<file path="src/rtl/rampadc_pkg.sv">
package rampadc_pkg;
  typedef enum logic [0:0] {
    SQ_IDLE = 1'b0,
    SQ_BUSY = 1'b1
  } seq_state_t;
endpackage

</file>
<file path="src/rtl/ramp_frame_timer.sv">
module ramp_frame_timer #(
  parameter int SLOT_BITS = 32,
  parameter int NSLOTS    = 6,
  parameter int IDX_W     = 8
) (
  input  logic             clk,
  input  logic             rst,
  output logic             discharge,
  output logic             in_win,
  output logic             win_first,
  output logic             frame_end,
  output logic [IDX_W-1:0] idx
);
  localparam int FRAME = SLOT_BITS * NSLOTS;
  localparam int CNT_W = $clog2(FRAME);

  logic [CNT_W-1:0] cnt_q;
  logic [CNT_W-1:0] off;

  always_ff @(posedge clk) begin
    if (rst)            cnt_q <= '0;
    else if (frame_end) cnt_q <= '0;
    else                cnt_q <= cnt_q + 1'b1;
  end

  assign discharge = cnt_q < CNT_W'(SLOT_BITS);
  assign in_win    = ~discharge;
  assign win_first = cnt_q == CNT_W'(SLOT_BITS);
  assign frame_end = cnt_q == CNT_W'(FRAME - 1);
  assign off       = cnt_q - CNT_W'(SLOT_BITS);
  assign idx       = IDX_W'(off);

  // the frame restarts with the discharge slot right after its last count
  p_frame_restart_r1: assert property (@(posedge clk) disable iff (rst)
    frame_end |=> (discharge && cnt_q == '0));
endmodule

</file>
<file path="src/rtl/ramp_edge_find.sv">
module ramp_edge_find #(
  parameter int WIN   = 160,
  parameter int POS_W = 8
) (
  input  logic             clk,
  input  logic             rst,
  input  logic             in_win,
  input  logic             win_first,
  input  logic [POS_W-1:0] idx,
  input  logic             cmp,
  output logic [POS_W-1:0] pos_now
);
  logic             found_q;
  logic [POS_W-1:0] pos_q;
  logic             found_eff;
  logic             hit;

  assign found_eff = found_q & ~win_first;
  assign hit       = in_win & ~found_eff & ~cmp;
  assign pos_now   = hit ? idx : (found_eff ? pos_q : POS_W'(WIN));

  always_ff @(posedge clk) begin
    if (rst) begin
      found_q <= 1'b0;
      pos_q   <= '0;
    end else if (in_win) begin
      if (hit) begin
        found_q <= 1'b1;
        pos_q   <= idx;
      end else if (win_first) begin
        found_q <= 1'b0;
      end
    end
  end

  // once the first low sample is found, later samples leave the position alone
  p_first_hold_r3: assert property (@(posedge clk) disable iff (rst)
    (found_q && in_win && !win_first) |=> $stable(pos_q));
endmodule

</file>
<file path="src/rtl/ramp_div.sv">
module ramp_div #(
  parameter int NUM_W = 8,
  parameter int FRAC  = 8
) (
  input  logic                  clk,
  input  logic                  rst,
  input  logic                  start,
  input  logic [NUM_W-1:0]      num,
  input  logic [NUM_W-1:0]      den,
  output logic                  done,
  output logic [NUM_W+FRAC-1:0] quo
);
  localparam int RES_W  = NUM_W + FRAC;
  localparam int STEP_W = $clog2(RES_W + 1);

  logic [NUM_W-1:0]  rem_q;
  logic [RES_W-1:0]  work_q;
  logic [NUM_W-1:0]  den_q;
  logic [NUM_W-1:0]  num_q;
  logic [STEP_W-1:0] step_q;
  logic              busy_q;
  logic              done_q;
  logic [NUM_W:0]    stp;

  // one restoring step: {quotient bit, new remainder}
  function automatic logic [NUM_W:0] div_step(input logic [NUM_W-1:0] r,
                                              input logic b,
                                              input logic [NUM_W-1:0] d);
    logic [NUM_W:0] trial;
    logic [NUM_W:0] diff;
    trial = {r, b};
    diff  = trial - {1'b0, d};
    if (trial >= {1'b0, d}) return {1'b1, diff[NUM_W-1:0]};
    else                    return {1'b0, trial[NUM_W-1:0]};
  endfunction

  assign stp = div_step(rem_q, work_q[RES_W-1], den_q);

  always_ff @(posedge clk) begin
    if (rst) begin
      rem_q  <= '0;
      work_q <= '0;
      den_q  <= '0;
      num_q  <= '0;
      step_q <= '0;
      busy_q <= 1'b0;
      done_q <= 1'b0;
    end else begin
      done_q <= 1'b0;
      if (start) begin
        rem_q  <= '0;
        work_q <= {num, {FRAC{1'b0}}};
        den_q  <= den;
        num_q  <= num;
        step_q <= STEP_W'(RES_W);
        busy_q <= 1'b1;
      end else if (busy_q) begin
        rem_q  <= stp[NUM_W-1:0];
        work_q <= {work_q[RES_W-2:0], stp[NUM_W]};
        step_q <= step_q - 1'b1;
        if (step_q == STEP_W'(1)) begin
          busy_q <= 1'b0;
          done_q <= 1'b1;
        end
      end
    end
  end

  assign done = done_q;
  assign quo  = work_q;

  // quotient lies within one step of the exact scaled ratio
  p_quotient_r5: assert property (@(posedge clk) disable iff (rst)
    done |-> ((32'(quo) * 32'(den_q) <= (32'(num_q) << FRAC)) &&
              ((32'(quo) + 32'd1) * 32'(den_q) > (32'(num_q) << FRAC))));
endmodule

</file>
<file path="src/rtl/ramp_adc_decoder.sv">
module ramp_adc_decoder #(
  parameter int NCH       = 4,
  parameter int SLOT_BITS = 32,
  parameter int NSLOTS    = 6,
  parameter int FRAC      = 8,
  parameter int CAL_CH    = 0
) (
  input  logic                                           clk,
  input  logic                                           rst,
  input  logic [NCH-1:0]                                 cmp_in,
  input  logic                                           cal_req,
  output logic                                           discharge,
  output logic                                           cal_force,
  output logic [NCH*($clog2((NSLOTS-1)*SLOT_BITS+1)+FRAC)-1:0] result,
  output logic                                           result_valid
);
  import rampadc_pkg::*;

  localparam int WIN   = (NSLOTS - 1) * SLOT_BITS;
  localparam int POS_W = $clog2(WIN + 1);
  localparam int RES_W = POS_W + FRAC;
  localparam int CH_W  = (NCH > 1) ? $clog2(NCH) : 1;

  logic             in_win, win_first, frame_end;
  logic [POS_W-1:0] idx;
  logic [POS_W-1:0] pos_now [NCH];

  ramp_frame_timer #(.SLOT_BITS(SLOT_BITS), .NSLOTS(NSLOTS), .IDX_W(POS_W)) u_timer (
    .clk(clk), .rst(rst), .discharge(discharge), .in_win(in_win),
    .win_first(win_first), .frame_end(frame_end), .idx(idx)
  );

  for (genvar g = 0; g < NCH; g++) begin : g_ch
    ramp_edge_find #(.WIN(WIN), .POS_W(POS_W)) u_find (
      .clk(clk), .rst(rst), .in_win(in_win), .win_first(win_first),
      .idx(idx), .cmp(cmp_in[g]), .pos_now(pos_now[g])
    );
  end

  // calibration control and full-scale count
  logic             cal_pend_q, cal_act_q;
  logic [POS_W-1:0] fs_q;

  always_ff @(posedge clk) begin
    if (rst) begin
      cal_pend_q <= 1'b0;
      cal_act_q  <= 1'b0;
      fs_q       <= POS_W'(WIN);
    end else if (frame_end) begin
      cal_act_q  <= cal_pend_q | cal_req;
      cal_pend_q <= 1'b0;
      if (cal_act_q)
        fs_q <= (pos_now[CAL_CH] == '0) ? POS_W'(1) : pos_now[CAL_CH];
    end else if (cal_req) begin
      cal_pend_q <= 1'b1;
    end
  end

  assign cal_force = cal_act_q;

  // sequencer sharing one divider across channels
  seq_state_t       state_q;
  logic [CH_W-1:0]  ch_q;
  logic             div_start_q;
  logic [POS_W-1:0] pos_lat_q [NCH];
  logic [POS_W-1:0] fs_lat_q;
  logic [RES_W-1:0] hold_q [NCH];
  logic [RES_W-1:0] res_q  [NCH];
  logic             valid_q;
  logic             div_done;
  logic [RES_W-1:0] div_quo;
  logic             launch;

  assign launch = frame_end & ~cal_act_q;

  ramp_div #(.NUM_W(POS_W), .FRAC(FRAC)) u_div (
    .clk(clk), .rst(rst), .start(div_start_q), .num(pos_lat_q[ch_q]),
    .den(fs_lat_q), .done(div_done), .quo(div_quo)
  );

  always_ff @(posedge clk) begin
    if (rst) begin
      state_q     <= SQ_IDLE;
      ch_q        <= '0;
      div_start_q <= 1'b0;
      fs_lat_q    <= POS_W'(WIN);
      valid_q     <= 1'b0;
      for (int c = 0; c < NCH; c++) begin
        pos_lat_q[c] <= '0;
        hold_q[c]    <= '0;
        res_q[c]     <= '0;
      end
    end else begin
      valid_q     <= 1'b0;
      div_start_q <= 1'b0;
      if (launch) begin
        for (int c = 0; c < NCH; c++) pos_lat_q[c] <= pos_now[c];
        fs_lat_q    <= fs_q;
        ch_q        <= '0;
        div_start_q <= 1'b1;
        state_q     <= SQ_BUSY;
      end else if (state_q == SQ_BUSY && div_done) begin
        hold_q[ch_q] <= div_quo;
        if (ch_q == CH_W'(NCH - 1)) begin
          for (int c = 0; c < NCH - 1; c++) res_q[c] <= hold_q[c];
          res_q[NCH-1] <= div_quo;
          valid_q      <= 1'b1;
          state_q      <= SQ_IDLE;
        end else begin
          ch_q        <= ch_q + 1'b1;
          div_start_q <= 1'b1;
        end
      end
    end
  end

  for (genvar g = 0; g < NCH; g++) begin : g_out
    assign result[g*RES_W +: RES_W] = res_q[g];
  end
  assign result_valid = valid_q;

  // the strobe lasts a single cycle
  p_valid_pulse_r9: assert property (@(posedge clk) disable iff (rst)
    result_valid |=> !result_valid);
  // results move only together with the strobe
  p_result_quiet_r9: assert property (@(posedge clk) disable iff (rst)
    !result_valid |-> $stable(result));
  // the force line spans whole frames
  p_cal_span_r7: assert property (@(posedge clk) disable iff (rst)
    (cal_force && !frame_end) |=> cal_force);
  p_cal_start_r7: assert property (@(posedge clk) disable iff (rst)
    $rose(cal_force) |-> $past(frame_end));
  // full-scale count is never zero
  p_fs_nonzero_r8: assert property (@(posedge clk) disable iff (rst)
    fs_q != '0);
endmodule

</file>
<file path="config.mk">
export PLATFORM = sky130hd
export DESIGN_NAME = ramp_adc_decoder
export DESIGN_NICKNAME = d
export VERILOG_FILES = /design/src/rtl/rampadc_pkg.sv /design/src/rtl/ramp_frame_timer.sv /design/src/rtl/ramp_edge_find.sv /design/src/rtl/ramp_div.sv /design/src/rtl/ramp_adc_decoder.sv
export SDC_FILE = /design/constraint.sdc
export NUM_CORES = 1
export LEC_CHECK = 0
export ABC_AREA = 1
export BUFFER_PORTS_ARGS = -buffer_cell sky130_fd_sc_hd__buf_2
export CAP_MARGIN = 15
export CELL_PAD_IN_SITES_DETAIL_PLACEMENT = 0
export CELL_PAD_IN_SITES_GLOBAL_PLACEMENT = 1
export CORE_UTILIZATION = 28
export CTS_CLUSTER_DIAMETER = 30
export DETAILED_ROUTE_END_ITERATION = 10
export PLACE_DENSITY_LB_ADDON = 0.1
export SETUP_SLACK_MARGIN = 0.02
export SLEW_MARGIN = 30
export SYNTH_ARGS = -nofsm -noshare
export SYNTH_HDL_FRONTEND = slang
export SYNTH_SLANG_ARGS = --single-unit
</file>
<file path="constraint.sdc">
create_clock -name clk -period 7.2 [get_ports clk]
set_input_delay 1.08 -clock clk [delete_from_list [all_inputs] [get_ports clk]]
set_output_delay 1.08 -clock clk [all_outputs]
set_load 0.05 [all_outputs]
</file>
; ---- Word level (Yosys, flattened, before mapping)
; Memories as Yosys holds them, arrays and structs flattened. A register that Yosys moved wholly into a read port is not among the register bits.
; Index checks and enable logic that the tools add are counted.
[totals]
ff_bits = 106
n_memories = 3
ramBits = 160
[memory_table]
columns = memory, words, word_bits, read_ports, rd_clocked_by_memory_dff, write_ports, line
row1 = hold_q, 4, 16, 3, 0, 4, ramp_adc_decoder.sv:67  ; logic [RES_W-1:0] hold_q [NCH];
row2 = res_q, 4, 16, 4, 0, 4, ramp_adc_decoder.sv:68  ; logic [RES_W-1:0] res_q [NCH];
row3 = pos_lat_q, 4, 8, 1, 1, 4, ramp_adc_decoder.sv:65  ; logic [POS_W-1:0] pos_lat_q [NCH];
[op_classes]
bitwise = 35
eq_ne = 4
muxes = 56
order_cmp = 2
add_sub_neg = 5
n_reduce_logical = 25
[ops]
columns = operator, count
row1 = 16-bit 2-to-1 mux, 7
row2 = 8-bit 2-to-1 mux, 13
row3 = 1-bit 2-to-1 mux, 30
row4 = 2-bit AND reduction, 11
row5 = 16-bit OR reduction, 1
row6 = 2-bit nonzero test, 7
row7 = 1-bit AND, 13
row8 = 1-bit inverter, 13
row9 = 5-bit 2-to-1 mux, 2
row10 = 9-bit by 8-bit >= comparator with 1-bit output, 1
row11 = 9-bit 2-to-1 mux, 1
row12 = 1-bit bitwise OR, 9
row13 = 8-bit by 1-bit adder with 8-bit output (second input constant), 1
row14 = 8-bit by 6-bit == test with 1-bit output (second input constant), 1
row15 = 8-bit == test (second input constant), 1
row16 = 8-bit logical NOT, 1
row17 = 8-bit by 6-bit less-than comparator with 1-bit output (second input constant), 1
row18 = 8-bit by 6-bit subtractor with 8-bit output (second input constant), 1
row19 = 8-bit subtractor, 1
row20 = 2-bit 2-to-1 mux, 3
row21 = 2-bit OR reduction, 3
row22 = 5-bit by 1-bit == test with 1-bit output (second input constant), 1
row23 = 5-bit by 1-bit subtractor with 5-bit output (second input constant), 1
row24 = 3-bit OR reduction, 1
row25 = other kinds (3), 3

; ---- Logic depth before layout (Yosys ltp)
; Gate-level depths: netlist of run 1.
[logic_depth]
ltp_word = 9
mapped_depth = 14
mapped_depth_nobuf = 12

; ---- Cells and area by module
; From an unflattened synthesis of run 1, not the netlist that was laid out.
[hier_totals]
cells_unflattened = 1147
area_unflattened_um2 = 11143.2
[modules_own_cells]
columns = module, area_each_um2, seq_area_each_um2, cells_each, instances
row1 = ramp_adc_decoder, 6570.1, 4824.6, 557, 1
row2 = ramp_div, 2090.8, 780.7, 269, 1
row3 = ramp_edge_find, 495.5, 180.2, 63, 4
row4 = ramp_frame_timer, 500.5, 160.2, 69, 1

; ---- Least setup slack after synthesis of run 1
; No wires, ideal clock.
[synth_path]
kind = input port to flip-flop
startpoint = input port rst
endpoint = memory res_q[0][0] (netlist name), enable pin
path_slack_ns = 1.803
setup_time_ns = 0.508
n_path_buf = 3
required_ns = 6.692
t_arrival_ns = 4.889
stages = 5
path_cell_list = buf_2 -> inv_1 -> clkbuf_1 -> clkbuf_1 -> a21oi_1
[synth_lines]
columns = element, line
row1 = from (decl), ramp_adc_decoder.sv:9  ; input logic rst,
row2 = to (decl), ramp_adc_decoder.sv:68

==> impl.org, run 1 <==
** Status
- Outcome :: finished clean

** Synth
- Proportion of synthesized chip area in sequential cells :: 62.24%
- Area share of and/or/nand/nor cells after synthesis :: about 18%
- The number of different library cells used by synthesis comes to 44.
- The Yosys step of the flow raised 0 warnings.
- The synthesized design contains 144 enable-type register cells.
- Synthesis handed over a netlist of around 1,100 instances.
- Avg Cell Area, Syn :: 9.850 um^2
- The synthesized netlist devotes approximately 9.7% of its cell area to compound gates.
- Library cell with the highest instance count after synthesis :: sky130_fd_sc_hd__nor2_1
- Summed over all instances, the cell type with the most area after synthesis is sky130_fd_sc_hd__edfxtp_1.
- Fraction of synthesized area in multiplexers :: 0%
- In this run the cell area of the synthesized design comes to between 10,000 and 15,000 um^2.
- Proportion of netlist area held by the largest area contributor :: 41.49%
- Flip-flop and latch count after synthesis :: 252
- Most used flip-flop cell after synthesis :: sky130_fd_sc_hd__edfxtp_1
- Top cells by count, synth :: sky130_fd_sc_hd__nor2_1, sky130_fd_sc_hd__nand2_1, sky130_fd_sc_hd__edfxtp_1
- Proportion of register bits with asynchronous set or reset after synthesis :: 0%
- Summing the areas of all fa, ha and maj instances in the mapped netlist gives around 2.0% of the synthesized area.
- By area the synthesized netlist is led by sky130_fd_sc_hd__edfxtp_1, sky130_fd_sc_hd__dfxtp_1, sky130_fd_sc_hd__nor2_1, sky130_fd_sc_hd__nand2_1, sky130_fd_sc_hd__inv_1.
- Counting every net in the synthesized netlist gives 1,081.
- After Yosys synthesis, XOR and XNOR cells account for 0.5043% of the synthesized area.
- After synthesis, the largest family of logic cells by area is simple AND/OR/NAND/NOR gates.

** Global route
- Initial antenna violation count :: 0
- Global-route wire length before repair :: ~42,000 um
- Global routing used ~14% of the available tracks.
- After global routing the overflow that remains totals 0.
- The number of global-route vias before repair came to 7,660.
- Maximum number of pins on one net before global-route repair :: 65

** Clocking
- Largest buffer count on any clock path :: 3
- Number of clock sinks :: 252
- Buffers added to address setup during post-CTS repair amount to 0.
- Clock tree synthesis selected as its root buffer the cell sky130_fd_sc_hd__clkbuf_16.
- In this run, CTS created clock tree buffers numbering 69.
- The clock reaches the later pin of the worst-skew pair after between 0.5 and 0.6 ns.
- In this run the number of H-tree levels came out at 3.
- CTS resizes :: 0
- After clock tree synthesis, the clock-pin slew on the worst setup and hold paths is 0.04 ns.
- After clock tree synthesis, the flow added hold-fix buffers numbering 0.
- TritonCTS built the clock tree.

** Setup path
- Max Fanout on Critical Path :: 54
- The most numerous cell type found on the critical path is sky130_fd_sc_hd__buf_4.
- For this run, the slowest stage of the critical path takes 0.55 ns.
- STA classifies the critical path startpoint as a primary input.
- The critical path goes through buf_2 -> buf_4 -> inv_1 -> buf_4 -> nand2_8 -> inv_4 -> nand4_4 -> nand2_1.
- The worst setup path is captured at a flop.
- Kind of cell adding the most delay to the critical path :: buffers and inverters
- Counting both buffers and inverters, the worst setup path holds a total of 5.
- For the worst setup path, the data required time is 7.33 ns.
- STA puts the critical path data arrival time at roughly 3.4 ns.
- The largest individual stage delay along the critical path comes from the cell sky130_fd_sc_hd__buf_4.
- The critical path is of the primary input to flop type.

** STA
- For the pin with the worst max-slew slack, the measured transition is 0.8528 ns.
- Max transition margin :: between 40% and 50%
- For the final routed database, the setup TNS stands at 0 ns.
- Part of the cycle the worst path needs :: 45.95%
- The worst path in the final design needs a cycle of 3.308 ns, including I/O delays and setup.
- Final Hold Fails :: 0
- Setup repair after global routing missed its margin :: no
- Final Max Slew Viols :: 0
- Upper clock frequency limit :: just over 300 MHz
- Final setup violation count :: 0
- Final worst clock skew :: 0.01278 ns

** Worst hold path
- Hold WC Path Type :: flop to flop

** Die
- IO Count :: 74
- In this run the standard cell core region covers 36,610 um^2.
- For this configuration, the core starts out at a cell density of 28.47%.
- Row generation in the floorplan step produced 70 rows.
- Floorplan die width :: 194.9 um
- The die covers 37,990 um^2.
- Die Y-Extent :: 194.9 um

** Placement
- Sum of net half-perimeters after detailed placement :: 17,360 um
- I/O Buffers :: 73
- Inst Count DP :: 1,566
- The congestion estimate from routability-driven global placement came to around 0.70.

** Final layout
- Excluding fillers, the count of instances in the completed layout stands at roughly 1,700.
- Relative to the synthesized area, the layout overhead comes to 28.72%.
- The repair_antennas step left the layout with diodes totalling 0.
- Proportion of layout cells with a drive suffix above 1 :: approximately 19%
- # nets final :: 1,192

** Routing
- The routed layout has ~7,400 vias.
- Remaining number of nets flagged by the antenna check after routing :: 0
- Number of DRC violations after detailed-routing iteration 0 :: 334
- For this run, design rule violations remaining after detail routing come to 0.
- Detail-routed via count per cell :: 4.349
- Drt total wl :: about 26,000 um
- In the final routed layout, each cell accounts on average for 15.32 um.
- Detailed Routing Iterations Pass 1 :: 4

** Pwr
- For this design the static power due to leakage is 5.382 nW.
- For this design the ratio of total power to cell area is 338.4 nW/um^2.
- The worst-case IR drop observed on VDD is 0.1437 mV.

** Flow run
- Number of max-cap violations :: 0
## layout make-up
| type | count | area (um^2) |
|---|---|---|
| fill | 3683 | 23200 |
| clock buffer | 92 | 1914 |
| sequential | 252 | 6486 |
| tap | 468 | 585.6 |
| timing repair buffer | 78 | 402.9 |
| inverter | 145 | 551.8 |
| multi-input combinational | 623 | 3169 |
| clock inverter | 32 | 304.0 |
## report_power, final
group          total [mW]  internal (mW)  switching, mW
Clock                2.87           1.99          0.877
Combinational       0.103         0.0170         0.0864
Sequential           1.57           1.55         0.0128
## through the flow
stage,utilization [%],area [um^2],hold slack (ns),power (mW),setup slack [ns]
after CTS,36.64,13410,0.4500,4.608,3.792
final,36.64,13410,0.4496,4.539,3.892
after global routing,36.64,13410,0.4626,4.688,3.630
after global placement,30.58,11200,0.4479,1.698,3.289
after detailed placement,30.58,11200,0.4503,1.697,3.219
after floorplan,-,10420,0.4231,1.664,1.803
## logic make-up after synthesis
group / count (synthesis)
AOI/OAI and AO/OA: 172
and+or+nand+nor: 429
xor gates and xnor gates: 6
DFF: 252
buffers and inverters: 183
adders and majority gates: 16
## path summary, 6_finish.rpt
| path | start | endpoint | slack [ns] | cells after the start |
|---|---|---|---|---|
| worst max-delay path | rst | hold_q[2][1]$_SDFFCE_PN0P_ | 3.89 | 8 |
| worst min-delay path | fs_q[5]$_SDFFE_PP1P_ | fs_lat_q[5]$_SDFFE_PP1P_ | 0.45 | 2 |
| worst max register to register | u_timer.cnt_q[0]$_SDFF_PP0_ | hold_q[2][1]$_SDFFCE_PN0P_ | 4.15 | 10 |
| worst min register to register | fs_q[5]$_SDFFE_PP1P_ | fs_lat_q[5]$_SDFFE_PP1P_ | 0.45 | 2 |
## metal layers
metal	vias up	routed length (um)	share of wire (%)	track usage, %
met1	3403	12360	48	18.34
li1	3730	-	-	-
met4	0	578	2.2	6.183
met5	-	0	0	0
met3	51	1326	5.1	3.661
met2	166	11630	45	22.04
## flip-flops by register name (all words and copies together) (netlist names), 2 cells and up, named ones only
| register | count |
|---|---|
| u_div.quo | 16 |
| u_timer.cnt_q | 8 |
| res_q | 64 |
| fs_lat_q | 8 |
| g_ch.u_find.found_q | 4 |
| fs_q | 8 |
| u_div.den_q | 8 |
| hold_q | 48 |
| g_ch.u_find.pos_q | 32 |
| ch_q | 2 |
| u_div.rem_q | 8 |
| u_div.step_q | 5 |
| pos_lat_q | 32 |
## worst min-delay path, delay by kind of cell, from the launching register on
kind,cells,cell delay [ns]
compound gates,1,0.06
buf+inv,1,0.06
flops,1,0.29
## placed cells by master, fill, tap and decap left out, types with 3 or more instances in the layout
cell type                     n
sky130_fd_sc_hd__a21oi_1     84
sky130_fd_sc_hd__a21oi_2     21
sky130_fd_sc_hd__a221o_1      8
sky130_fd_sc_hd__a31oi_1      9
sky130_fd_sc_hd__buf_2       73
sky130_fd_sc_hd__buf_4        5
sky130_fd_sc_hd__bufinv_16    4
sky130_fd_sc_hd__clkbuf_1    14
sky130_fd_sc_hd__clkbuf_16   70
sky130_fd_sc_hd__clkbuf_8     8
sky130_fd_sc_hd__clkinv_1     7
sky130_fd_sc_hd__clkinv_2    12
sky130_fd_sc_hd__clkinv_4     5
sky130_fd_sc_hd__dfxtp_1    108
sky130_fd_sc_hd__edfxtp_1   144
sky130_fd_sc_hd__ha_1        15
sky130_fd_sc_hd__inv_1      134
sky130_fd_sc_hd__inv_2        6
sky130_fd_sc_hd__inv_6        5
sky130_fd_sc_hd__nand2_1    172
sky130_fd_sc_hd__nand2_2      5
sky130_fd_sc_hd__nand3_1     38
sky130_fd_sc_hd__nand3b_1     3
sky130_fd_sc_hd__nor2_1     183
sky130_fd_sc_hd__nor3_1       5
sky130_fd_sc_hd__o21ai_0     38
sky130_fd_sc_hd__o21ai_1      6
sky130_fd_sc_hd__xnor2_1      3
sky130_fd_sc_hd__xor2_1       3
No activity file was read; power rests on OpenSTA's default activity.
==> inputs of run 2 (changes only) <==
--- a/config.mk
+++ b/config.mk
@@ -5,7 +5,7 @@
 export SDC_FILE = /design/constraint.sdc
 export NUM_CORES = 1
 export LEC_CHECK = 0
-export ABC_AREA = 1
+export ABC_AREA = 0
 export BUFFER_PORTS_ARGS = -buffer_cell sky130_fd_sc_hd__buf_2
 export CAP_MARGIN = 15
 export CELL_PAD_IN_SITES_DETAIL_PLACEMENT = 0
==> constraint.sdc (replaced) <==
create_clock -name clk -period 3.1 [get_ports clk]
set_input_delay 0.465 -clock clk [delete_from_list [all_inputs] [get_ports clk]]
set_output_delay 0.465 -clock clk [all_outputs]
set_load 0.05 [all_outputs]
==> impl.org, run 2 <==
** Status
- The flow ran to the end, and the final reports show no timing, DRC or antenna violations.

** Synth
- Proportion of synthesized chip area in sequential cells :: 62.14% (-0.097 points)
- The synthesized design spends more area on one cell type than any other, namely sky130_fd_sc_hd__edfxtp_1.
- Avg Cell Area, Syn :: 11.47 um^2 (+16%)
- Proportion of netlist area held by the largest area contributor :: 41.43% (-0.065 points)
- In the post-synthesis netlist, the cell with the most instances is sky130_fd_sc_hd__edfxtp_1.
- The most used flip-flop cell after synthesis is sky130_fd_sc_hd__edfxtp_1.
- Proportion of register bits with asynchronous set or reset after synthesis :: 0% (unchanged)
- The synthesis warning total is 0 (unchanged).
- Top cells by count, synth :: sky130_fd_sc_hd__edfxtp_1, sky130_fd_sc_hd__and2_1, sky130_fd_sc_hd__nor2_1
- The number of distinct library cells after synthesis came to 66 (+50%).
- Leading cell types by total area after synthesis :: sky130_fd_sc_hd__edfxtp_1, sky130_fd_sc_hd__dfxtp_1, sky130_fd_sc_hd__and2_1, sky130_fd_sc_hd__nor2_1, sky130_fd_sc_hd__nand2_1
- The number of synthesized flops with an enable pin came to 144 (unchanged).
- The number of flip-flops and latches in the synthesized netlist is 252 (unchanged).
- The synthesized netlist net count came to 933 (-14%).
- The gate count after technology mapping was 910 (-14%).
- The combined area of all synthesized cells was 10,440 um^2 (+0.16%).

** Setup path
- STA classifies the critical path startpoint as a flop.
- On the critical path the largest part of the delay comes from buffers and inverters.
- The critical-path maximum fanout is 11 (-80%).
- Critical Setup Path Class :: flop to output port
- STA classifies the critical path endpoint as an output port.
- Critical Path Max Stage Delay :: 0.40 ns (-0.15 ns)
- Worst endpoint required time :: 2.63 ns (-4.70 ns)
- The data arrival at the endpoint of the critical path was 2.23 ns (-1.21 ns).
- Cell-by-cell trace of the critical path :: buf_4 -> or3_1 -> inv_1 -> buf_2
- The critical path buffer and inverter count is 3 (-2).
- The slowest stage of the critical path is the sky130_fd_sc_hd__inv_1 cell.

** Pwr
- Total design power :: 11.44 mW (+150%)
- Power density of the placed cells :: 824.4 nW/um^2 (+140%)
- Sequential share of power :: 31.9% (-2.6 points)
- Leakage power :: 5.126 nW (-4.8%)
- The power share of the clock group came to 65.3% (+2.1 points).
- Internal :: 9.014 mW (+150%)
- Net Sw Frac :: 21.18% (-0.33 points)
- The switching power was 2.422 mW (+150%).
- The maximum ir drop on the vdd rail is 0.3399 mV (+140%).
- Comb power frac :: 2.8% (+0.5 points)

** Placement
- Sum of net half-perimeters after detailed placement :: 16,400 um (-5.5%)
- I/O Buffers :: 73 (unchanged)
- The pre-CTS worst setup slack is 0.3882 ns (-2.830 ns).
- The post-placement cell count came to 1,427 (-8.9%).
- Placed cell areas :: 11,370 um^2 (+1.6%)
- GP Congestion :: 0.7159 (+2.2%)

** Die
- The area of the core came to 36,610 um^2 (unchanged).
- Placement Rows :: 70 (unchanged)
- Floorplan die width :: 195.1 um (about the same)
- The initial standard-cell utilization of the core is 28.51% (+0.044 points).
- The height of the die was 195.1 um (about the same).
- Total die area :: 38,050 um^2 (+0.15%)
- The count of pins on the block boundary came to 74 (unchanged).

** Flow run
- Number of max-cap violations :: 0 (unchanged)

** Clocking
- Number of clock sinks :: 252 (unchanged)
- The buffer depth of the longest clock path came to 3 (unchanged).
- The H-tree depth came to 3 (unchanged).
- Num CTS Buffers :: 70 (+1.4%)
- Post-CTS Hold Fix Bufs :: 0 (unchanged)
- Worst skew pair latency :: 0.56 ns (about the same)
- Clock-pin slew on the worst setup and hold paths :: 0.04 ns (about the same)
- Clock tree from TritonCTS :: done
- The cell sitting at the root of the clock tree is a sky130_fd_sc_hd__clkbuf_16.
- The total of cells resized after clock tree synthesis is 0 (unchanged).
- The setup fix buffers added after clock tree synthesis is 0 (unchanged).

** Final layout
- # nets final :: 1,054 (-12%)
- Number of non-filler instances in the completed layout :: 1,556 (-7.9%)
- Leaving out fill and tap cells, the most frequent cell in the layout is sky130_fd_sc_hd__edfxtp_1.
- Largest registers :: res_q (64), hold_q (48)
- The core utilization of the finished layout was 37.89% (+1.3 points).
- The top cell types in the final layout, fill and taps aside, are sky130_fd_sc_hd__edfxtp_1, sky130_fd_sc_hd__and2_1, sky130_fd_sc_hd__nor2_1.
- Final-layout fill cell count :: 3,578 (-2.9%)
- P&R area growth vs syn :: 32.91%
- Final Cell Area :: 13,870 um^2 (+3.4%)
- Antenna diode count :: 0 (unchanged)
- Number of flip-flops under the largest register name :: 64 (unchanged)
- The share of layout cells above drive strength 1 was 22.89% (+3.5 points).
- Register bank with the most flops :: res_q

** Global route
- The residual overflow from global routing came to 0 (unchanged).
- Maximum number of pins on one net before global-route repair :: 74 (+14%)
- Via count of the first global-routing pass :: 7,157 (-6.6%)
- Initial antenna violation count :: 0 (unchanged)
- Global-route total usage across every layer :: 13.60% (-0.50 points)
- The wire length of the first global-routing pass came to 40,120 um (-4.0%).

** STA
- Setup repair after global routing left no endpoint under its margin.
- Final worst-path setup slack :: 0.4026 ns (-3.489 ns)
- Dividing the final minimum period by the clock period gives 87.01%.
- The total count of hold-check failures in the final report came to 0 (unchanged).
- Derived from the worst setup path, the maximum achievable clock frequency is 370.7 MHz.
- Final Max Slew Viols :: 0 (unchanged)
- The worst slack on hold paths is 0.1556 ns (-0.2941 ns).
- The relative slew slack is 42.36% (-0.79 points).
- Clock period minus worst slack :: 2.697 ns
- The clock skew came to 0.02099 ns (+0.008208 ns).
- Slew at the pin closest to its max-slew limit :: 0.8646 ns (+0.01178 ns)
- Accumulated negative setup slack :: 0 ns (unchanged)
- Final setup violation count :: 0 (unchanged)

** Routing
- Remaining number of nets flagged by the antenna check after routing :: 0 (unchanged)
- The aggregate routed wire length came to 24,930 um (-3.7%).
- The vias after detailed routing is 6,906 (-6.0%).
- Detailed Routing Iterations Pass 1 :: 4 (unchanged)
- The via density per instance came to 4.438 (+2.1%).
- Routed len/inst :: 16.02 um (+4.6%)
- The number of remaining DRC errors was 0 (unchanged).
- The starting DRC count in detailed routing was 228 (-32%).

** Worst hold path
- The tightest min-delay check is of the primary input to flop type.
-- run 2: power groups by stage --
stage	Sequential (mW)	Clock, mW	Combinational [mW]
final	3.65	7.47	0.324
after global routing	3.65	7.84	0.344
after CTS	3.65	7.64	0.330
after detailed placement	3.71	0	0.330
after global placement	3.71	0	0.329
after floorplan	3.86	0	0.0803
-- run 2: layout make-up --
cell class                 instances  area [um^2]  share of cell area, %
sequential                       252         6486                  46.76
multi-input combinational        586         3646                  26.28
clock buffer                      86         1893                  13.65
clock inverter                    43        605.6                  4.365
tap                              468        585.6                  4.221
timing repair buffer              99        573.1                  4.131
inverter                          22        82.58                 0.5953
-- run 2: worst paths after layout --
kind,cells past startpoint,start,to,slack [ns]
worst min-delay path,3,cal_req,cal_pend_q$_SDFFE_PP0P_,0.16
worst min register to register,2,g_ch[3].u_find.pos_q[4]$_SDFFE_PP0P_,g_ch[3].u_find.pos_q[4]$_SDFFE_PP0P_,0.45
worst max register to register,7,u_timer.cnt_q[0]$_SDFF_PP0_,hold_q[0][3]$_SDFFCE_PN0P_,0.42
worst max-delay path,4,u_timer.cnt_q[5]$_SDFF_PP0_,discharge,0.40
-- run 2: kinds of logic after synthesis --
family | count (synthesis) | synth area share (%)
adders and majority gates | 16 | 1.990
AOI/OAI and AO/OA | 136 | 8.224
and+or+nand+nor | 385 | 19.10
buffers and inverters | 72 | 3.057
DFF | 252 | 62.14
xor gates and xnor gates | 14 | 1.175
muxes | 35 | 4.315
-- run 2: layer usage --
| layer | vias up | share of wire [%] | track usage, % |
|---|---|---|---|
| li1 | 3466 | - | - |
| met1 | 3230 | 49 | 18.33 |
| met2 | 170 | 44 | 20.38 |
| met3 | 40 | 5.1 | 3.472 |
| met4 | 0 | 2.1 | 6.328 |
| met5 | - | 0 | 0 |
-- run 2: tightest hold or removal path, cell delays in order --
cell	delay (ns)
sky130_fd_sc_hd__buf_2	0.08
sky130_fd_sc_hd__nor2_1	0.04
sky130_fd_sc_hd__nor2_1	0.08
